File: config.mk
export PLATFORM = sky130hd
export DESIGN_NAME = wdog_twostage
export DESIGN_NICKNAME = d
export VERILOG_FILES = /design/src/rtl/wdog_pkg.sv /design/src/rtl/wdog_counter.sv /design/src/rtl/wdog_ctrl.sv /design/src/rtl/wdog_twostage.sv
export SDC_FILE = /design/constraint.sdc
export NUM_CORES = 1
export LEC_CHECK = 0
export ABC_AREA = 1
export BUFFER_PORTS_ARGS = -buffer_cell sky130_fd_sc_hd__buf_2
export CAP_MARGIN = 20
export CORE_ASPECT_RATIO = 1.5
export CORE_UTILIZATION = 62
export CTS_BUF_LIST = sky130_fd_sc_hd__clkbuf_16
export DETAILED_ROUTE_END_ITERATION = 6
export PLACE_DENSITY = 0.8
export SETUP_SLACK_MARGIN = 0.1
export SKIP_LAST_GASP = 1
export SLEW_MARGIN = 15
export SYNTH_ARGS = -nofsm -noshare
export SYNTH_HDL_FRONTEND = slang
export SYNTH_HIERARCHICAL = 1
export SYNTH_SLANG_ARGS = --single-unit
File: constraint.sdc
create_clock -name clk -period 4.7 [get_ports clk]
set_input_delay 0.94 -clock clk [delete_from_list [all_inputs] [get_ports clk]]
set_output_delay 0.94 -clock clk [all_outputs]
set_load 0.05 [all_outputs]
File: src/rtl/wdog_pkg.sv
package wdog_pkg;
  typedef enum logic [1:0] {
    ADDR_CTRL  = 2'd0,
    ADDR_RANGE = 2'd1,
    ADDR_KICK  = 2'd2,
    ADDR_ACK   = 2'd3
  } regAddr_t;

  localparam logic [7:0] KICK_KEY = 8'h76;

  // strobes from control to the counter datapath
  typedef struct packed {
    logic reload;
    logic decr;
  } cntStrobe_t;
endpackage

File: src/rtl/wdog_counter.sv
module wdog_counter
  import wdog_pkg::*;
#(
  parameter int CNT_W    = 32,
  parameter int BASE_EXP = 16,
  parameter int RANGE_W  = 4
) (
  input  logic               clk,
  input  logic               rstN,
  input  cntStrobe_t         stb,
  input  logic [RANGE_W-1:0] rangeSel,
  output logic               cntZero
);
  logic [CNT_W-1:0] cnt;
  logic [CNT_W-1:0] preset;
  logic [7:0]       shAmt;

  always_comb begin
    shAmt  = 8'(BASE_EXP) + 8'(rangeSel);
    preset = (CNT_W'(1) << shAmt) - CNT_W'(1);
  end

  always_ff @(posedge clk or negedge rstN) begin
    if (!rstN)           cnt <= '0;
    else if (stb.reload) cnt <= preset;
    else if (stb.decr)   cnt <= cnt - CNT_W'(1);
  end

  assign cntZero = (cnt == '0);
endmodule

File: src/rtl/wdog_ctrl.sv
module wdog_ctrl
  import wdog_pkg::*;
#(
  parameter int RANGE_W = 4,
  parameter int LEN_W   = 3
) (
  input  logic               clk,
  input  logic               rstN,
  input  logic               wrEn,
  input  logic [1:0]         wrAddr,
  input  logic [7:0]         wrData,
  input  logic               cntZero,
  output cntStrobe_t         stb,
  output logic [RANGE_W-1:0] rangeSel,
  output logic               enabled,
  output logic               modeIrq,
  output logic               irq,
  output logic               sysRst
);
  localparam int PCNT_W = (2 ** LEN_W) + 1;

  logic              ctrlWr, rangeWr, kick, ackWr;
  logic              enableRise, timeout, fire;
  logic              irqPend;
  logic [LEN_W-1:0]  lenSel;
  logic [PCNT_W-1:0] pulseCnt, pulseLoad;

  always_comb begin
    ctrlWr     = wrEn && (wrAddr == ADDR_CTRL);
    rangeWr    = wrEn && (wrAddr == ADDR_RANGE);
    ackWr      = wrEn && (wrAddr == ADDR_ACK);
    kick       = wrEn && (wrAddr == ADDR_KICK) && (wrData == KICK_KEY);
    enableRise = ctrlWr && wrData[0] && !enabled;
    timeout    = enabled && cntZero && !kick;
    fire       = timeout && (!modeIrq || (irqPend && !ackWr));
    pulseLoad  = PCNT_W'(1) << (32'(lenSel) + 1);
    stb.reload = kick || enableRise || timeout;
    stb.decr   = enabled && !cntZero;
  end

  always_ff @(posedge clk or negedge rstN) begin
    if (!rstN) begin
      enabled  <= 1'b0;
      modeIrq  <= 1'b0;
      lenSel   <= '0;
      rangeSel <= '0;
    end else begin
      if (ctrlWr) begin
        enabled <= enabled | wrData[0];
        modeIrq <= wrData[1];
        lenSel  <= wrData[2 +: LEN_W];
      end
      if (rangeWr) rangeSel <= wrData[RANGE_W-1:0];
    end
  end

  always_ff @(posedge clk or negedge rstN) begin
    if (!rstN) begin
      irqPend  <= 1'b0;
      pulseCnt <= '0;
    end else begin
      if (kick)         irqPend <= 1'b0;
      else if (timeout) irqPend <= fire ? 1'b0 : 1'b1;
      else if (ackWr)   irqPend <= 1'b0;

      if (fire)                pulseCnt <= pulseLoad;
      else if (pulseCnt != '0) pulseCnt <= pulseCnt - PCNT_W'(1);
    end
  end

  assign irq    = irqPend;
  assign sysRst = (pulseCnt != '0);
endmodule

File: src/rtl/wdog_twostage.sv
module wdog_twostage
  import wdog_pkg::*;
#(
  parameter int CNT_W    = 32,
  parameter int BASE_EXP = 16,
  parameter int RANGE_W  = 4,
  parameter int LEN_W    = 3
) (
  input  logic       clk,
  input  logic       rstN,
  input  logic       wrEn,
  input  logic [1:0] wrAddr,
  input  logic [7:0] wrData,
  output logic       irq,
  output logic       sysRst
);
  cntStrobe_t         stb;
  logic [RANGE_W-1:0] rangeSel;
  logic               cntZero, enabled, modeIrq;

  wdog_ctrl #(.RANGE_W(RANGE_W), .LEN_W(LEN_W)) u_ctrl (
    .clk(clk), .rstN(rstN), .wrEn(wrEn), .wrAddr(wrAddr), .wrData(wrData),
    .cntZero(cntZero), .stb(stb), .rangeSel(rangeSel), .enabled(enabled),
    .modeIrq(modeIrq), .irq(irq), .sysRst(sysRst)
  );

  wdog_counter #(.CNT_W(CNT_W), .BASE_EXP(BASE_EXP), .RANGE_W(RANGE_W)) u_cnt (
    .clk(clk), .rstN(rstN), .stb(stb), .rangeSel(rangeSel), .cntZero(cntZero)
  );
endmodule

==> out/qor.yml <==
status: "complete, no violations"
dp.final_hpwl_mm: 6.46
clock_latency_ns: 0.29
drive_above_1_share: 0.112
layout_commonest_cell: "nand2_1"
p_total_w: 0.00159
cts-root-buf: "clkbuf_16"
irDropWorstVdd_uv: 400
start_util: 0.638
met3_usage: 0.0425
path_cells: "nor2_2 > nand2_2 > nor3_1 > nand4_1 > nor4_1 > o21ai_0 > nand2_1 > buf_4 > nor2_1 > buf_4 > inv_2 > nand2_1 > nor2_1 > nand2_1 > o21ai_0 > nand3b_1"
tns_ns: 0
endpoint: "u_cnt/cnt[15]"
min_period_ns: 3.26
finClkSkew_ns: 0.00537
hp-class: "reg -> reg"
grt_pass1_vias: 3390
layout_common_cells: "nand2_1 (123), nor2_1 (84), inv_1 (62)"
max_freq_mhz: 306
end_kind: "flip-flop"
syn_to_final_growth_pct: 8.41
syn_inst: 510
cp.depth: 16
synth_cell_type_count: 36
grt_max_degree: 52
switching_power_w: 0.000601
synth_area_um2: 3480
critPathKind: "reg -> reg"
diodes: 0
cts_setup_buffers: 0
synth_edf_count: 0
setup_viol: 0
die_area_um2: 5920
cpPeakStageDelay_ns: 0.42
critical-path-slowest-cell: "nor4_1"
fp.dieH_um: 93.8
max_cap_viol_count: 0
use_met2: 0.592
syn_avg_cell_area_um2: 6.82
drc: 0
overflow: 0
worst_r2r_endpoint: "u_cnt/cnt[15]"
ys_ff_latch: 51
cts_tree: "done"
synthesis.nets: 527
clk_path_buf_depth: 2
postRouteAntennaNets: 0
final-hold-violation-count: 0
viasPerCell: 5.67
clockPowerShare: 0.263
clk_pin_slew_ns: 0.07
crit_path_start_kind: "flip-flop"
final_max_slew_viol_count: 0
wl_per_cell_um: 14.3
chipWidth_um: 63.2
ys_seq_area_frac: 0.367
r2r_setup_slack_ns: 1.44
h-tree-depth: 2
vias: 3383
num-nets-final: 543
powerDensity_nw_per_um2: 421
drt_iter0_markers: 185
synth_flop_cell: "dfrtp_1"
worst_path_most_repeated_cell: "nand2_1"
nFillCells: 498
p_sw_frac: 0.379
met1_usage: 0.296
grt_util_all_layers: 0.316
crit_arrival_ns: 3.41
tightest_slew_ns: 0.642
power.internal_w: 0.000986
power_frac_seq: 0.426
num_rows: 33
holdBufCountCts: 0
rsz0062_at_grt: "no"
p_comb_frac: 0.311
reg2reg_depth: 16
gp_congestion: 0.960
post-route-period-util: 0.694
worst-endpoint-required_ns: 4.85
antenna_found_initial: 0
cts_sinks: 51
cp_max_fo: 21
synth-async-reset-ratio: 1.00
cp_top_family: "simple AND/OR/NAND/NOR gates"
ios: 15
cts-resized-gates: 0
cts_made_buffers: 5
startpoint: "u_cnt/cnt[6]"
yosysWarnings: 6
grt-busiest-layer: "met2"
crit_buf_inv: 3
routed_wl_mm: 8.52
grt_pass1_wl_mm: 14.5
power.leakage_nw: 1.78
worstReg2RegStart: "u_cnt/cnt[6]"
fp.coreArea_um2: 5450
holdWs_ns: 0.492
relSlewSlack: 0.572
io_buffers: 14
drt_pre_antenna_iters: 5
[cell type report]
cell class / instances / area [µm²] / area share
Multi-Input combinational cell: 385 / 1900 / 0.503
Sequential cell: 51 / 1280 / 0.338
Inverter: 66 / 248 / 0.0657
Clock buffer: 5 / 125 / 0.0332
Timing Repair Buffer: 17 / 92.6 / 0.0245
Tap cell: 70 / 87.6 / 0.0232
Clock inverter: 3 / 43.8 / 0.0116
[power by group through the flow]
stage,sequential (W),combinational [W],clock (W)
floorplan,0.000646,0.000399,0
global placement,0.000677,0.000465,0
detailed placement,0.000682,0.000484,0
CTS,0.000673,0.000491,0.000423
global route,0.000688,0.000568,0.000443
finish,0.000676,0.000493,0.000418
[synth_stat cells (all sizes together), types with 6 or more instances]
cell type / instances / share of area
nor2: 100 / 0.13
dfrtp: 51 / 0.37
nand4: 7 / 0.013
buf: 7 / 0.015
xnor2: 6 / 0.015
o21ai: 48 / 0.069
nor3: 12 / 0.022
inv: 65 / 0.070
nand3: 34 / 0.055
a21oi: 21 / 0.030
nand2: 130 / 0.15
[kinds of logic (layout without fill, tap and decap cells)]
group                      Yosys count  count (layout)  synth area share
AOI/OAI and AO/OA                   78              78             0.118
and+or+nand+nor                    293             293             0.388
adders and majority gates            4               4            0.0144
buffers and inverters               74              91            0.0874
xor gates and xnor gates            10              10            0.0252
DFF                                 51              51             0.367
[stage by stage]
stage | area (µm²) | utilization | std cells | setup slack [ns]
after global routing | 3770 | 0.692 | 597 | 1.06
after CTS | 3770 | 0.692 | 597 | 1.49
final | 3770 | 0.692 | 597 | 1.44
after floorplan | 3480 | - | 510 | 2.27
after global placement | 3600 | 0.661 | 589 | 1.41
after detailed placement | 3600 | 0.661 | 589 | 1.34
[metal layers]
layer	wire length [µm]	vias up
met5	0	-
met4	618	0
met3	340	43
met2	4530	132
met1	3030	1552
li1	-	1656
[worst min path at each step]
stage / cells past startpoint / slack, ns / from / to
detailed placement: 2 / 0.48 / u_ctrl/modeIrq / u_ctrl/modeIrq
global placement: 2 / 0.47 / u_ctrl/modeIrq / u_ctrl/modeIrq
floorplan: 2 / 0.45 / u_ctrl/modeIrq / u_ctrl/modeIrq
global route: 1 / 0.56 / u_cnt/cnt[10] / u_cnt/cnt[10]
CTS: 2 / 0.49 / u_ctrl/modeIrq / u_ctrl/modeIrq
finish: 2 / 0.49 / u_ctrl/modeIrq / u_ctrl/modeIrq
[worst register-to-register path: cells and delay by family, from the launching register on]
kind / cells / cell delay, ns
compound gates: 2 / 0.33
buf+inv: 3 / 0.63
simple gates: 11 / 1.76
flops: 1 / 0.40
[state kept, by name, summed over array words and instances (netlist names)]
signal / cells
u_ctrl/irq: 1
u_cnt/cnt: 32
u_ctrl/rangeSel: 4
u_ctrl/modeIrq: 1
u_ctrl/lenSel: 3
u_ctrl/enabled: 1
u_ctrl/pulseCnt: 9
Power figures use the tool's default switching activity.
